## src/rtl/cport_pkg.sv

```systemverilog
package cport_pkg;
  localparam int DW    = 8;
  localparam int AW    = 3;
  localparam int NPORT = 2;

  localparam logic [AW-1:0] A_P1    = 3'd0;
  localparam logic [AW-1:0] A_P2    = 3'd1;
  localparam logic [AW-1:0] A_DIR1  = 3'd2;
  localparam logic [AW-1:0] A_DIR2  = 3'd3;
  localparam logic [AW-1:0] A_MODE  = 3'd4;
  localparam logic [AW-1:0] A_LATCH = 3'd5;

  localparam int DATA_BASE = 0;
  localparam int DIR_BASE  = 2;

  localparam logic [DW-1:0] HS_PH0   = 8'h90;
  localparam logic [DW-1:0] HS_PH3   = 8'h94;
  localparam logic [DW-1:0] HS_MID   = 8'h9F;
  localparam logic [DW-1:0] P2_RD    = 8'hFF;

  localparam int PH_LO = 5;
  localparam int PH_W  = 2;

  function automatic logic [DW-1:0] hs_code(input logic [PH_W-1:0] ph);
    case (ph)
      2'd0:    hs_code = HS_PH0;
      2'd3:    hs_code = HS_PH3;
      default: hs_code = HS_MID;
    endcase
  endfunction
endpackage

```

## src/rtl/cport_port.sv

```systemverilog
module cport_port
  import cport_pkg::*;
(
  input  logic          clk_i,
  input  logic          rst_ni,
  input  logic          data_we_i,
  input  logic          dir_we_i,
  input  logic [DW-1:0] wdata_i,
  output logic [DW-1:0] data_o,
  output logic [DW-1:0] dir_o
);
  logic [DW-1:0] data_q, dir_q;

  always_ff @(posedge clk_i or negedge rst_ni) begin
    if (!rst_ni) begin
      data_q <= '0;
      dir_q  <= '0;
    end else begin
      if (dir_we_i)  dir_q  <= wdata_i;
      // mask uses direction in force at the write
      if (data_we_i) data_q <= wdata_i & dir_q;
    end
  end

  assign data_o = data_q;
  assign dir_o  = dir_q;
endmodule

```

## src/rtl/cport_ctrl.sv

```systemverilog
module cport_ctrl
  import cport_pkg::*;
(
  input  logic             clk_i,
  input  logic             rst_ni,
  input  logic             mode_we_i,
  input  logic             latch_we_i,
  input  logic             p1_we_i,
  input  logic [DW-1:0]    wdata_i,
  input  logic             pad_masked_i,
  output logic [NPORT-1:0] mode_o,
  output logic [NPORT-1:0] latch_o,
  output logic [DW-1:0]    raw1_o,
  output logic             irq_o
);
  logic [NPORT-1:0] mode_q, latch_q;
  logic [DW-1:0]    raw1_q;
  logic             irq_q;
  logic             irq_d;

  assign irq_d = latch_we_i && (|wdata_i[NPORT-1:0]) && !pad_masked_i;

  always_ff @(posedge clk_i or negedge rst_ni) begin
    if (!rst_ni) begin
      mode_q  <= '0;
      latch_q <= '0;
      raw1_q  <= '0;
      irq_q   <= 1'b0;
    end else begin
      if (mode_we_i)  mode_q  <= wdata_i[NPORT-1:0];
      if (latch_we_i) latch_q <= wdata_i[NPORT-1:0];
      if (p1_we_i)    raw1_q  <= wdata_i;
      irq_q <= irq_d;
    end
  end

  assign mode_o  = mode_q;
  assign latch_o = latch_q;
  assign raw1_o  = raw1_q;
  assign irq_o   = irq_q;
endmodule

```

## src/rtl/cport_rdmux.sv

```systemverilog
module cport_rdmux
  import cport_pkg::*;
(
  input  logic [AW-1:0]    addr_i,
  input  logic [NPORT-1:0] mode_i,
  input  logic [NPORT-1:0] latch_i,
  input  logic [DW-1:0]    raw1_i,
  input  logic [PH_W-1:0]  phase1_i,
  input  logic [DW-1:0]    dir1_i,
  input  logic [DW-1:0]    dir2_i,
  output logic [DW-1:0]    rdata_o
);
  always_comb begin
    rdata_o = '0;
    case (addr_i)
      A_P1:    rdata_o = mode_i[0] ? hs_code(phase1_i) : raw1_i;
      A_P2:    rdata_o = P2_RD;
      A_DIR1:  rdata_o = dir1_i;
      A_DIR2:  rdata_o = dir2_i;
      A_MODE:  rdata_o = {{(DW-NPORT){1'b0}}, mode_i};
      A_LATCH: rdata_o = {{(DW-NPORT){1'b0}}, latch_i};
      default: rdata_o = '0;
    endcase
  end
endmodule

```

## src/rtl/cport_direct.sv

```systemverilog
module cport_direct
  import cport_pkg::*;
#(
  parameter int MASK_W       = 16,
  parameter int PAD_MASK_BIT = 8
) (
  input  logic              clk_i,
  input  logic              rst_ni,
  input  logic              wr_en_i,
  input  logic [AW-1:0]     addr_i,
  input  logic [DW-1:0]     wdata_i,
  output logic [DW-1:0]     rdata_o,
  input  logic [MASK_W-1:0] irq_mask_i,
  output logic              pad_irq_o,
  output logic [DW-1:0]     port1_o,
  output logic [DW-1:0]     port2_o,
  output logic [NPORT-1:0]  direct_o,
  output logic [NPORT-1:0]  latch_en_o
);
  logic [NPORT-1:0][DW-1:0] pdata_q;
  logic [NPORT-1:0][DW-1:0] dir_q;
  logic [NPORT-1:0]         data_we, dir_we;
  logic [DW-1:0]            raw1;
  logic                     unused_mask;

  assign unused_mask = ^irq_mask_i;

  for (genvar i = 0; i < NPORT; i++) begin : g_port
    assign data_we[i] = wr_en_i && (addr_i == AW'(DATA_BASE + i));
    assign dir_we[i]  = wr_en_i && (addr_i == AW'(DIR_BASE + i));

    cport_port u_port (
      .clk_i     (clk_i),
      .rst_ni    (rst_ni),
      .data_we_i (data_we[i]),
      .dir_we_i  (dir_we[i]),
      .wdata_i   (wdata_i),
      .data_o    (pdata_q[i]),
      .dir_o     (dir_q[i])
    );
  end

  cport_ctrl u_ctrl (
    .clk_i        (clk_i),
    .rst_ni       (rst_ni),
    .mode_we_i    (wr_en_i && (addr_i == A_MODE)),
    .latch_we_i   (wr_en_i && (addr_i == A_LATCH)),
    .p1_we_i      (data_we[0]),
    .wdata_i      (wdata_i),
    .pad_masked_i (irq_mask_i[PAD_MASK_BIT]),
    .mode_o       (direct_o),
    .latch_o      (latch_en_o),
    .raw1_o       (raw1),
    .irq_o        (pad_irq_o)
  );

  cport_rdmux u_rd (
    .addr_i   (addr_i),
    .mode_i   (direct_o),
    .latch_i  (latch_en_o),
    .raw1_i   (raw1),
    .phase1_i (pdata_q[0][PH_LO +: PH_W]),
    .dir1_i   (dir_q[0]),
    .dir2_i   (dir_q[1]),
    .rdata_o  (rdata_o)
  );

  assign port1_o = pdata_q[0];
  assign port2_o = pdata_q[1];
endmodule

```

## config.mk

```make
export PLATFORM = sky130hd
export DESIGN_NAME = cport_direct
export DESIGN_NICKNAME = d
export VERILOG_FILES = /design/src/rtl/cport_pkg.sv /design/src/rtl/cport_port.sv /design/src/rtl/cport_ctrl.sv /design/src/rtl/cport_rdmux.sv /design/src/rtl/cport_direct.sv
export SDC_FILE = /design/constraint.sdc
export NUM_CORES = 1
export LEC_CHECK = 0
export BUFFER_PORTS_ARGS = -buffer_cell sky130_fd_sc_hd__buf_2
export CORE_UTILIZATION = 51
export DETAILED_ROUTE_END_ITERATION = 12
export PLACE_DENSITY = 0.91
export SETUP_SLACK_MARGIN = 0.15
export SLEW_MARGIN = 20
export SYNTH_ARGS = -nofsm -noshare
export SYNTH_HDL_FRONTEND = slang
export SYNTH_SLANG_ARGS = --single-unit
```

## constraint.sdc

```tcl
create_clock -name clk_i -period 2.1 [get_ports clk_i]
set_clock_uncertainty 0.15 [all_clocks]
set_input_delay 0.42 -clock clk_i [delete_from_list [all_inputs] [get_ports clk_i]]
set_output_delay 0.42 -clock clk_i [all_outputs]
set_load 0.05 [all_outputs]
```

=== Word-level counts from Yosys, hierarchy flattened ===
Index checks and enable logic that the tools add are counted.

* Register bits: 45
* Latch bits: 0
* RAM bits: 0
* ROM bits: 0
* Input port bits: 30
* Output and inout port bits: 29
* Word-level logic and storage cells: 31
* Memories: 0

* Add/subtract/negate cells: 0
* Multipliers: 0
* Div/mod/pow operators: 0
* $lt $le $gt $ge: 0
* Equal/unequal tests: 6
* Shifts and indexed selects: 0
* Mux-type cells: 3
* Bitwise logic cells: 2
* Reduce and logical (&&, ||, !) cells: 12

{| class="wikitable"
|+ Operator list
! kind !! number
|-
| $pmux W8 S6 || 1
|-
| $and A8 B8 Y8 || 2
|-
| $logic_and A1 B1 Y1 || 8
|-
| $mux W8 || 1
|-
| $pmux W4 S2 || 1
|-
| $eq A3 B2 Y1 const B || 2
|-
| $eq A3 B3 Y1 const B || 2
|-
| $eq A3 B1 Y1 const B || 1
|-
| $logic_not A3 Y1 || 1
|-
| $eq A2 B2 Y1 const B || 1
|-
| $logic_not A2 Y1 || 1
|-
| $reduce_or A2 Y1 || 1
|-
| $logic_not A1 Y1 || 1
|}

=== Logic depth before layout (Yosys ltp) ===
Gate-level depths: netlist of the first run.

* Depth after elaboration: 4
* Depth in mapped cells: 5

=== By module ===
A second synthesis of the first run with hierarchy kept.

* Cells, all modules: 184
* Area total of the unflattened synthesis: 2,227.1 um^2

{| class="wikitable"
|+ Modules (own cells, without submodules)
! module !! times used !! cells each !! area each (um^2) !! sequential area each (um^2)
|-
| cport_port || 2 || 50 || 640.6 || 400.4
|-
| cport_ctrl || 1 || 28 || 513.0 || 325.3
|-
| cport_rdmux || 1 || 50 || 359.1 || 0.0
|-
| cport_direct || 1 || 6 || 73.8 || 0.0
|}

=== Worst setup path after synthesis of the first run ===
OpenSTA, ideal clock, no wires.

* Path type: reg2out
* Start: register g_port[0].u_port.data_q[5]
* End: output rdata_o[3]
* Arrival: 2.347 ns
* Slack: -0.817 ns
* Cell stages (with the launch flop): 5
* Path buffers: 0
* Cells stage by stage: dfrtp_1 inv_1 ha_1 mux2i_1 a221oi_1

* Cells in the longest elaborated chain, start to end: 4
* Elaborated cells on any way between the ends: 5

{| class="wikitable"
|+ Ends and longest elaborated chain
! element !! line !! RTL
|-
| start, declared || cport_port.sv:12 || <nowiki>logic [DW-1:0] data_q, dir_q;</nowiki>
|-
| start signal, assigned || cport_port.sv:21 || <nowiki>if (data_we_i) data_q <= wdata_i & dir_q;</nowiki>
|-
| $eq A2 B2 Y1 / $logic_not A2 Y1 (equally long branches) || cport_pkg.sv:25 || <nowiki>case (ph)</nowiki>
|-
| $pmux W4 S2 (*) || cport_pkg.sv:25 ||
|-
| $mux W8 (*) || cport_rdmux.sv:16 || <nowiki>A_P1: rdata_o = mode_i[0] ? hs_code(phase1_i) : raw1_i;</nowiki>
|-
| $pmux W8 S6 (*) || cport_rdmux.sv:15 || <nowiki>case (addr_i)</nowiki>
|-
| end, declared || cport_direct.sv:12 || <nowiki>output logic [DW-1:0] rdata_o,</nowiki>
|}

Every way passes the cells marked *; elsewhere a longest branch is shown, timed or not.

=== Worst setup path in the final report of the first run ===
* Start: register u_ctrl.mode_q[0] (netlist: u_ctrl.mode_o[0])
* End: output rdata_o[6]

* Cells in the longest elaborated chain, start to end: 2

{| class="wikitable"
|+ Ends and longest elaborated chain
! element !! line !! RTL
|-
| start, declared || cport_ctrl.sv:16 || <nowiki>logic [NPORT-1:0] mode_q, latch_q;</nowiki>
|-
| start signal, assigned || cport_ctrl.sv:30 || <nowiki>if (mode_we_i) mode_q <= wdata_i[NPORT-1:0];</nowiki>
|-
| $mux W8 || cport_rdmux.sv:16 ||
|-
| $pmux W8 S6 || cport_rdmux.sv:15 ||
|}

No other way between the ends.

==> results of run 1 <==
==> cells in the final DEF (no fill, tap or decap), types with 2 or more instances in the layout <==
cell type	instances
dfrtp_1	42
buf_2	36
nand2_1	33
mux2_2	24
buf_4	21
o21ai_0	17
buf_6	7
clkbuf_8	6
inv_1	4
mux2i_1	4
nor2_1	4
mux2_4	4
inv_2	3
mux2i_2	3
dfrtp_2	3
nor3_1	2
nand3b_1	2
a21oi_1	2
a211oi_4	2
a221oi_4	2
a221oi_2	2
nor3_4	2
nand4b_1	2
buf_12	2
==> layout make-up <==
type / instances / area, sq um / area share
clock buffers: 7 / 86.33 / 0.03063
well taps: 48 / 60.06 / 0.02130
inverters: 7 / 26.28 / 0.009321
clock inverters: 1 / 30.03 / 0.01065
repair buffers: 67 / 471.7 / 0.1673
multi-input cells: 121 / 1015 / 0.3600
flip-flops and latches: 45 / 1130 / 0.4008
==> layer usage <==
metal	track usage	share of wire
met5	0	0
met4	0.07337	0.015
met3	0.04688	0.040
met2	0.3686	0.49
met1	0.3180	0.46
==> what timing repair did <==
action / in CTS / in global routing
setup buffers: 5 / 2
pin swaps: 1 / 4
endpoints found under the setup margin: 8 / 8
gates resized for setup: 14 / 13
==> Yosys cell counts, drive strengths merged <==
library cell | count | share of area
nor2 | 5 | 0.0091
and3 | 1 | 0.0030
mux2 | 28 | 0.16
a211oi | 2 | 0.0072
a211o | 1 | 0.0042
dfrtp | 45 | 0.54
nand4b | 2 | 0.0085
mux2i | 7 | 0.034
a311oi | 1 | 0.0042
or4b | 1 | 0.0048
nor3b | 1 | 0.0036
buf | 6 | 0.018
nand3b | 2 | 0.0072
o22ai | 1 | 0.0030
nor4 | 2 | 0.0060
a221oi | 4 | 0.017
nor4bb | 1 | 0.0048
o21ai | 18 | 0.044
inv | 7 | 0.013
nor2b | 1 | 0.0030
a221o | 1 | 0.0048
clkbuf | 6 | 0.011
nand2 | 34 | 0.062
nor3 | 4 | 0.0097
ha | 1 | 0.0060
a21oi | 2 | 0.0048
nand4bb | 1 | 0.0054
==> flip-flops by register name (all words and copies together), names as in the netlist <==
name,count
g_port.u_port.data_o,16
g_port.u_port.dir_o,16
u_ctrl.raw1_o,8
u_ctrl.latch_o,2
u_ctrl.mode_o,2
u_ctrl.irq_o,1
==> kinds of logic after synthesis <==
family | synth area share
AO/OA/AOI/OAI | 0.08882
adder cells (fa/ha/maj) | 0.006041
buffers and inverters | 0.04109
flip-flops | 0.5438
multiplexers | 0.1934
AND/OR/NAND/NOR | 0.1269
==> path summary, 6_finish.rpt <==
path | from | end | slack [ns]
worst min-delay path | rst_ni | g_port[1].u_port.dir_o[5] | 0.04
min in group clk_i | irq_mask_i[8] | u_ctrl.irq_o | 0.12
max in group asynchronous | rst_ni | u_ctrl.mode_o[0] | 1.36
worst max register to register | u_ctrl.mode_o[0] | u_ctrl.mode_o[0] | 0.78
worst max-delay path | u_ctrl.mode_o[0] | rdata_o[6] | -0.14
worst min register to register | g_port[0].u_port.data_o[3] | g_port[0].u_port.data_o[3] | 0.33
==> stage by stage <==
stage                     instances  TNS (ns)  power (uW)
after floorplan                 185         0        1883
after global placement          281         0        2076
after detailed placement        281         0        2113
after CTS                       294   -0.3413        2837
after global routing            296    -1.062        3021
final                           296   -0.6783        2890
==> worst reg2reg max path: stages (launching register included) <==
cell	delay (ns)
dfrtp_2	0.49
buf_6	0.16
buf_4	0.13
mux2_2	0.27
==> power by group through the flow <==
stage	registers (uW)	logic [uW]	clock network (uW)
after floorplan	1420	462	0
after global placement	1180	893	0
after detailed placement	1190	918	0
after CTS	1170	991	672
after global routing	1210	1100	716
final	1180	1040	664
==> impl_metrics.ini, run 1 <==
[timing]
relSlewSlack = 0.6314
final-max-slew-violation-count = 0
fmax_mhz = 446.7
post-route-min-period_ns = 2.239
worst_slew_pin_slew_ns = 0.5529
fin_ws_ns = -0.1388
rsz0062_at_grt = yes
setup-violations-final = 7
post-route-period-util = 1.066
fin_hold_ws_ns = 0.04183
finalHoldViolCount = 0

[routing]
num_vias = 1631
drc_errors = 0
firstDrtPassIters = 4
dr.first_iter.drc_count = 126
ant_nets = 0
via_per_inst = 5.510
drt_wl_total_um = 4897
wl_per_cell_um = 16.54

[setup_path]
worst_r2r_path_depth = 3
critical_path.slowest_cell = dfrtp_2
cp.arrival_ns = 1.67
path_cells = buf_4 > nor2_4 > a221oi_2 > buf_4 > nor3_4 > buf_6
cp_data_required_time_ns = 1.53
critPathCaptureType = primary output
cp.depth = 6
critical_path_buf_inv_count = 3
startpoint_type = flip-flop
cp_top_family = buffers and inverters
slowest_delay_ns = 0.49
cpMostUsedCell = buf_4
crit_fanout = 6
critPathKind = reg2out

[global_route]
gr-usage-all-layers = 0.2321
grt_max_degree = 46
grt_first_pass_wirelength_um = 7376
antenna_found_initial = 0
grt_pass1_vias = 1478
overflow = 0

[pwr]
p_leak_uw = 0.001341
p_seq_frac = 0.410
internal_power_uw = 1828
clkPwrFrac = 0.230
comb_power_share = 0.361
p_sw_uw = 1063
switching_share = 0.3676
p_per_area_nw_per_um2 = 1025
ir_drop_uv = 824.6

[die]
die_w_um = 65.72
die_y_um = 65.72
ios = 59
dieArea_sq_um = 4319
rows = 22
initial_utilization = 0.5491
core_area_sq_um = 3771

[finish]
n_antenna_cell = 0
nets = 278
fin_area_sq_um = 2819
final_layout_size_suffix_gt1_frac = 0.5081
area_growth_pct = 36.13
fillerInstances = 251
final_util = 0.7475

[clocking]
htreeDepth = 2
clockBufferDepth = 2
clkTransAtPathRegs_ns = 0.08
ctsHoldBuffers = 0
cts_tree = done
cts_root_buffer = clkbuf_8
cts.sinks = 45
clk_latency_ns = 0.30
cts_buffers = 5

[run]
timing.max_cap.violations = 0

[place]
placed_area_sq_um = 2552
numPortBuffers = 43
pre_cts_ws_ns = 0.02736
dp_hpwl_um = 3130
gp_congestion = 0.8554

[run_status]
status = finished, violations left
violations = setup timing

[synthesis]
synth.distinct_cells = 29
synth.avg_cell_area_sq_um = 11.19
synth.ff_latch_count = 45
syn-num-nets = 216
synth_area_sq_um = 2071
ys_seq_area_frac = 0.5438
yosysWarnings = 0
synthCells = 185

[hold_path]
hold_path.class = in2async
Power figures use the tool's default switching activity.
==> run 2, diff against run 1 <==
--- a/config.mk
+++ b/config.mk
@@ -6,11 +6,12 @@
 export NUM_CORES = 1
 export LEC_CHECK = 0
 export BUFFER_PORTS_ARGS = -buffer_cell sky130_fd_sc_hd__buf_2
-export CORE_UTILIZATION = 51
+export CORE_UTILIZATION = 52
 export DETAILED_ROUTE_END_ITERATION = 12
 export PLACE_DENSITY = 0.91
 export SETUP_SLACK_MARGIN = 0.15
 export SLEW_MARGIN = 20
 export SYNTH_ARGS = -nofsm -noshare
 export SYNTH_HDL_FRONTEND = slang
+export SYNTH_HIERARCHICAL = 1
 export SYNTH_SLANG_ARGS = --single-unit
==> run 2 against run 1 <==
The flow still finishes with violations (setup timing). Sequential power barely moved. Power increased by 4.3%. First-iteration DRC count is 27% lower. Final cell count rose by 3.4%. Die area rose by 5.3%. Sequential share of layout area shrank 3.0 points. Synthesized cell count shrank 0.54%. Global-route usage increased by 2.5 points. Critical endpoint is now rdata_o[1]. Largest power group unchanged.
==> impl_metrics.ini, run 2 <==
[run_status]
status = finished, violations left
violations = setup timing

[finish]
multi_input_area_sq_um = 1084
fillerInstances = 246
seq_area_sq_um = 1130
nets = 286
layout_common_cells = dfrtp_1 (42), buf_2 (35), buf_4 (22), mux2_2 (20), inv_1 (18)
final_layout_size_suffix_gt1_frac = 0.5547
fin_area_sq_um = 3048
area_growth_pct = 36.85
final_common_cell = dfrtp_1
final_util = 0.7512
n_antenna_cell = 0

[routing]
m1WireLength_um = 2253
firstDrtPassIters = 4
via_per_inst = 5.516
dr_wl_met3_um = 261
wl_per_cell_um = 17.95
dr.first_iter.drc_count = 92
drc_errors = 0
highest_layer = met4
wl_met2_um = 2858
drt_wl_total_um = 5494
ant_nets = 0
num_vias = 1688

[synthesis]
syn-num-nets = 215
synthCells = 184
synth_most_common_cell = dfrtp_1
yosys.area.top_type_share = 0.5056
yosys-top-cells-area = dfrtp_1 (51%), mux2_2 (10%), mux2_4 (5.4%)
synth_ff_type = dfrtp_1
synth-edff-count = 0
synth_top_area_cell = dfrtp_1
synth.avg_cell_area_sq_um = 12.10
synth_common_cells = dfrtp_1 (45), inv_1 (20), mux2_2 (20), nand3_1 (12), o21ai_0 (9)
yosysWarnings = 6
synth.ff_latch_count = 45
synth_area_sq_um = 2227
ys_seq_area_frac = 0.5056
async_reset_ff_frac = 1.000
synth.distinct_cells = 36

[setup_path]
reg2reg_to = u_ctrl/mode_o[0]
cp_data_required_time_ns = 1.53
cp-startpoint = g_port[0].u_port/data_o[6]
cp.arrival_ns = 1.71
reg2reg_from = u_ctrl/mode_o[0]
path_cells = inv_2 > ha_4 > mux2i_1 > nor4_1 > or3_4 > buf_8
crit_fanout = 3
r2r_slack_ns = 1.00
critPathCaptureType = primary output
startpoint_type = flip-flop
cp-endpoint = rdata_o[1]
worst_r2r_path_depth = 2
critical_path.slowest_cell = dfrtp_2
slowest_delay_ns = 0.42
critPathKind = reg2out

[hold_path]
hp-start = irq_mask_i[8]
hold_path.class = in2reg

[clocking]
clk_latency_ns = 0.31
clkTransAtPathRegs_ns = 0.10
cts_tree = done
htreeDepth = 2
cts_root_buffer = clkbuf_8
clockBufferDepth = 2
cts.sinks = 45
cts_buffers = 5

[timing]
setup-violations-final = 5
relSlewSlack = 0.6498
rsz0062_at_grt = yes
post-route-period-util = 1.086
post-route-min-period_ns = 2.280
finalHoldViolCount = 0
fin_ws_ns = -0.1798
worst_slew_pin_slew_ns = 0.5254
fin_hold_ws_ns = 0.1155
final-max-slew-violation-count = 0
fmax_mhz = 438.6

[die]
core_area_sq_um = 4058
initial_utilization = 0.5489
rows = 23
ios = 59
die_y_um = 67.45
dieArea_sq_um = 4549
die_w_um = 67.45

[pwr]
ir_drop_uv = 587.7
p_leak_uw = 0.001398
p_total_uw = 3015
p_per_area_nw_per_um2 = 989.3

[global_route]
antenna_found_initial = 0
gr-usage-all-layers = 0.2574
grt_first_pass_wirelength_um = 8390
grt_pass1_vias = 1669
overflow = 0
grt_max_degree = 27

[place]
numPortBuffers = 43
placed_area_sq_um = 2724
pre_cts_ws_ns = 0.001361
gp_congestion = 0.7814
dp_hpwl_um = 3381

[run]
timing.max_cap.violations = 0
==> run 2: worst min-delay path by stage <==
| stage | to | cells after the start |
|---|---|---|
| floorplan | g_port[0].u_port/data_o[0] | 0 |
| global placement | u_ctrl/irq_o | 1 |
| detailed placement | u_ctrl/latch_o[1] | 1 |
| CTS | u_ctrl/irq_o | 2 |
| global route | u_ctrl/irq_o | 2 |
| finish | u_ctrl/irq_o | 2 |
==> run 2: logic make-up (layout without fill, tap and decap cells) <==
group	Yosys count	count (layout)	synth area share
flip-flops	45	45	0.5056
AO/OA/AOI/OAI	31	31	0.09101
multiplexers	35	35	0.1865
adder cells (fa/ha/maj)	1	1	0.005617
AND/OR/NAND/NOR	41	41	0.1281
buffers and inverters	31	103	0.08314
==> run 2: layout make-up <==
class,count,area share
clock buffers,5,0.02258
flip-flops and latches,45,0.3707
multi-input cells,108,0.3555
well taps,50,0.02053
inverters,20,0.02463
repair buffers,75,0.1917
clock inverters,3,0.01437
==> run 2: worst max-delay path, delay by kind of cell, from the launching register on <==
family / cells / cell delay, ns
mux: 1 / 0.15
flops: 1 / 0.42
buf+inv: 2 / 0.22
fa+ha+maj: 1 / 0.21
simple gates: 2 / 0.41
==> run 2: power breakdown <==
part	internal, uW	switching [uW]	leakage (uW)
logic	453	702	0.000788
registers	1050	138	0.000552
clock network	357	316	0.0000585
==> run 2: layer usage <==
| metal | GRT usage | up-vias |
|---|---|---|
| met5 | 0 | - |
| met4 | 0.09043 | 0 |
| met3 | 0.06419 | 13 |
| met2 | 0.4313 | 52 |
| met1 | 0.3210 | 827 |
| li1 | - | 796 |
==> run 2: through the flow <==
| step | std cells | setup TNS (ns) |
|---|---|---|
| floorplan | 184 | 0 |
| global placement | 288 | 0 |
| detailed placement | 288 | 0 |
| CTS | 304 | -0.5670 |
| global route | 306 | -0.8701 |
| finish | 306 | -0.5208 |
==> run 2: what timing repair did <==
item,CTS,global route
hold buffers,1,0
gates resized for setup,25,5
hold endpoints to repair,19,0
pin swaps,2,1
setup buffers,7,2
setup endpoints to repair,8,8
==> run 3, diff against run 2 <==
--- a/config.mk
+++ b/config.mk
@@ -8,7 +8,7 @@
 export BUFFER_PORTS_ARGS = -buffer_cell sky130_fd_sc_hd__buf_2
 export CORE_UTILIZATION = 52
 export DETAILED_ROUTE_END_ITERATION = 12
-export PLACE_DENSITY = 0.91
+export PLACE_DENSITY = 0.79
 export SETUP_SLACK_MARGIN = 0.15
 export SLEW_MARGIN = 20
 export SYNTH_ARGS = -nofsm -noshare
==> run 3 against run 2 <==
The flow finishes with violations (hold timing, setup timing). First-iteration DRC count unchanged. Maximum frequency up 0.90%. Core utilization down 2.4 points. Register-to-register slack worse by 0.13 ns. Critical path type unchanged. Largest power group unchanged.
==> impl_metrics.ini, run 3 (synthesis gave the netlist of run 2 again) <==
[run_status]
status = finished, violations left
violations = hold timing, setup timing

[clocking]
clk_latency_ns = 0.29
cts_root_buffer = clkbuf_8
htreeDepth = 2
cts.sinks = 45
cts_buffers = 5
cts_tree = done
clockBufferDepth = 2
clkTransAtPathRegs_ns = 0.08

[setup_path]
path_cells = inv_2 > ha_4 > mux2i_1 > nor4_1 > or3_4 > buf_6
r2r_slack_ns = 0.87
critPathKind = reg2out
cp_top_family = flip-flops
slowest_delay_ns = 0.43
reg2reg_to = u_ctrl/mode_o[0]
reg2reg_from = u_ctrl/mode_o[0]
cp.arrival_ns = 1.69
worst_r2r_path_depth = 3
crit_fanout = 3
critical_path.slowest_cell = dfrtp_2
startpoint_type = flip-flop
critPathCaptureType = primary output
cp_data_required_time_ns = 1.53
critical_path_buf_inv_count = 2

[global_route]
antenna_found_initial = 0
grt_first_pass_wirelength_um = 7721
overflow = 0
grt_max_degree = 31
gr-usage-all-layers = 0.2378
grt_pass1_vias = 1656

[timing]
post-route-min-period_ns = 2.259
final-max-slew-violation-count = 0
fmax_mhz = 442.6
finalHoldViolCount = 2
fin_hold_ws_ns = -0.001495
setup-violations-final = 5
worst_slew_pin_slew_ns = 0.6622
relSlewSlack = 0.5585
rsz0062_at_grt = yes
fin_ws_ns = -0.1593
post-route-period-util = 1.076

[place]
dp_cells = 288
gp_congestion = 0.7722
dp_hpwl_um = 3214
numPortBuffers = 43

[routing]
drt_wl_total_um = 4790
dr_wl_met3_um = 210
ant_nets = 0
via_per_inst = 5.459
m1WireLength_um = 2199
wl_per_cell_um = 15.81
num_vias = 1654
drc_errors = 0
firstDrtPassIters = 4
dr.first_iter.drc_count = 92
highest_layer = met4
wl_met2_um = 2334

[die]
dieArea_sq_um = 4549
ios = 59
initial_utilization = 0.5489
core_area_sq_um = 4058
rows = 23
die_w_um = 67.45
die_y_um = 67.45

[pwr]
ir_drop_uv = 575.9
p_per_area_nw_per_um2 = 970.6
p_leak_uw = 0.001363

[finish]
layout_common_cells = dfrtp_1 (42), buf_2 (37), buf_4 (23), mux2_2 (20), inv_1 (18)
n_antenna_cell = 0
nets = 283
fillerInstances = 262
final_layout_size_suffix_gt1_frac = 0.5494
stdcell_count = 303
area_growth_pct = 32.53
final_common_cell = dfrtp_1
final_util = 0.7274

[run]
timing.max_cap.violations = 0

[hold_path]
hold_path.class = in2async
[run 3: worst max path at each step]
stage	from	to	slack (ns)	depth (start not counted)
detailed placement	addr_i[0]	rdata_o[5]	-0.02	6
global placement	addr_i[0]	rdata_o[5]	-0.02	6
floorplan	g_port[0].u_port/data_o[6]	rdata_o[2]	0.1	5
CTS	g_port[0].u_port/data_o[5]	rdata_o[1]	-0.17	6
global route	g_port[0].u_port/data_o[5]	rdata_o[1]	-0.26	6
finish	g_port[0].u_port/data_o[5]	rdata_o[1]	-0.16	6
[run 3: final cells by class]
class                      instances  area, sq um  area share
multi-input combinational        108         1081      0.3663
tap                               50        62.56     0.02120
inverter                          20        75.07     0.02543
clock inverter                     1        5.005    0.001696
clock buffer                       7        96.34     0.03264
sequential                        45         1130      0.3828
timing repair buffer              72        501.7      0.1700
[run 3: report_power, final]
| part | leakage, uW | internal, uW | switching [uW] |
|---|---|---|---|
| Sequential | 0.000552 | 1050 | 128 |
| Clock | 0.0000542 | 298 | 287 |
| Combinational | 0.000757 | 421 | 681 |
[run 3: routing by layer]
layer,global-route usage,vias up
met2,0.3863,47
met5,0,-
li1,-,784
met1,0.3104,818
met3,0.05068,5
met4,0.09043,0
[run 3: per-stage QoR]
stage	instance area, sq um	power [uW]	worst slack, ns	TNS (ns)	hold slack (ns)
3_5_place_dp	2699	2177	-0.02230	-0.04069	0.3466
6_report	2952	2865	-0.1593	-0.5332	-0.001495
3_3_place_gp	2699	2149	-0.01954	-0.03782	0.3410
4_1_cts	2894	2826	-0.1717	-0.5242	0.02023
5_1_grt	2952	3009	-0.2579	-0.9818	0.05154
2_1_floorplan	2351	1934	0.09578	0	-0.02559
[run 3: worst register-to-register path: stages (launching register included)]
cell	delay [ns]
dfrtp_2	0.41
buf_2	0.16
buf_4	0.14
mux2_2	0.25
[run 3: timing repair]
item / CTS / global route
endpoints found under the setup margin: 8 / 8
pin swaps: 0 / 4
gates resized for setup: 16 / 8
cloned: 0 / 0
buffers inserted: 5 / 2
hold buffers: 0 / 0
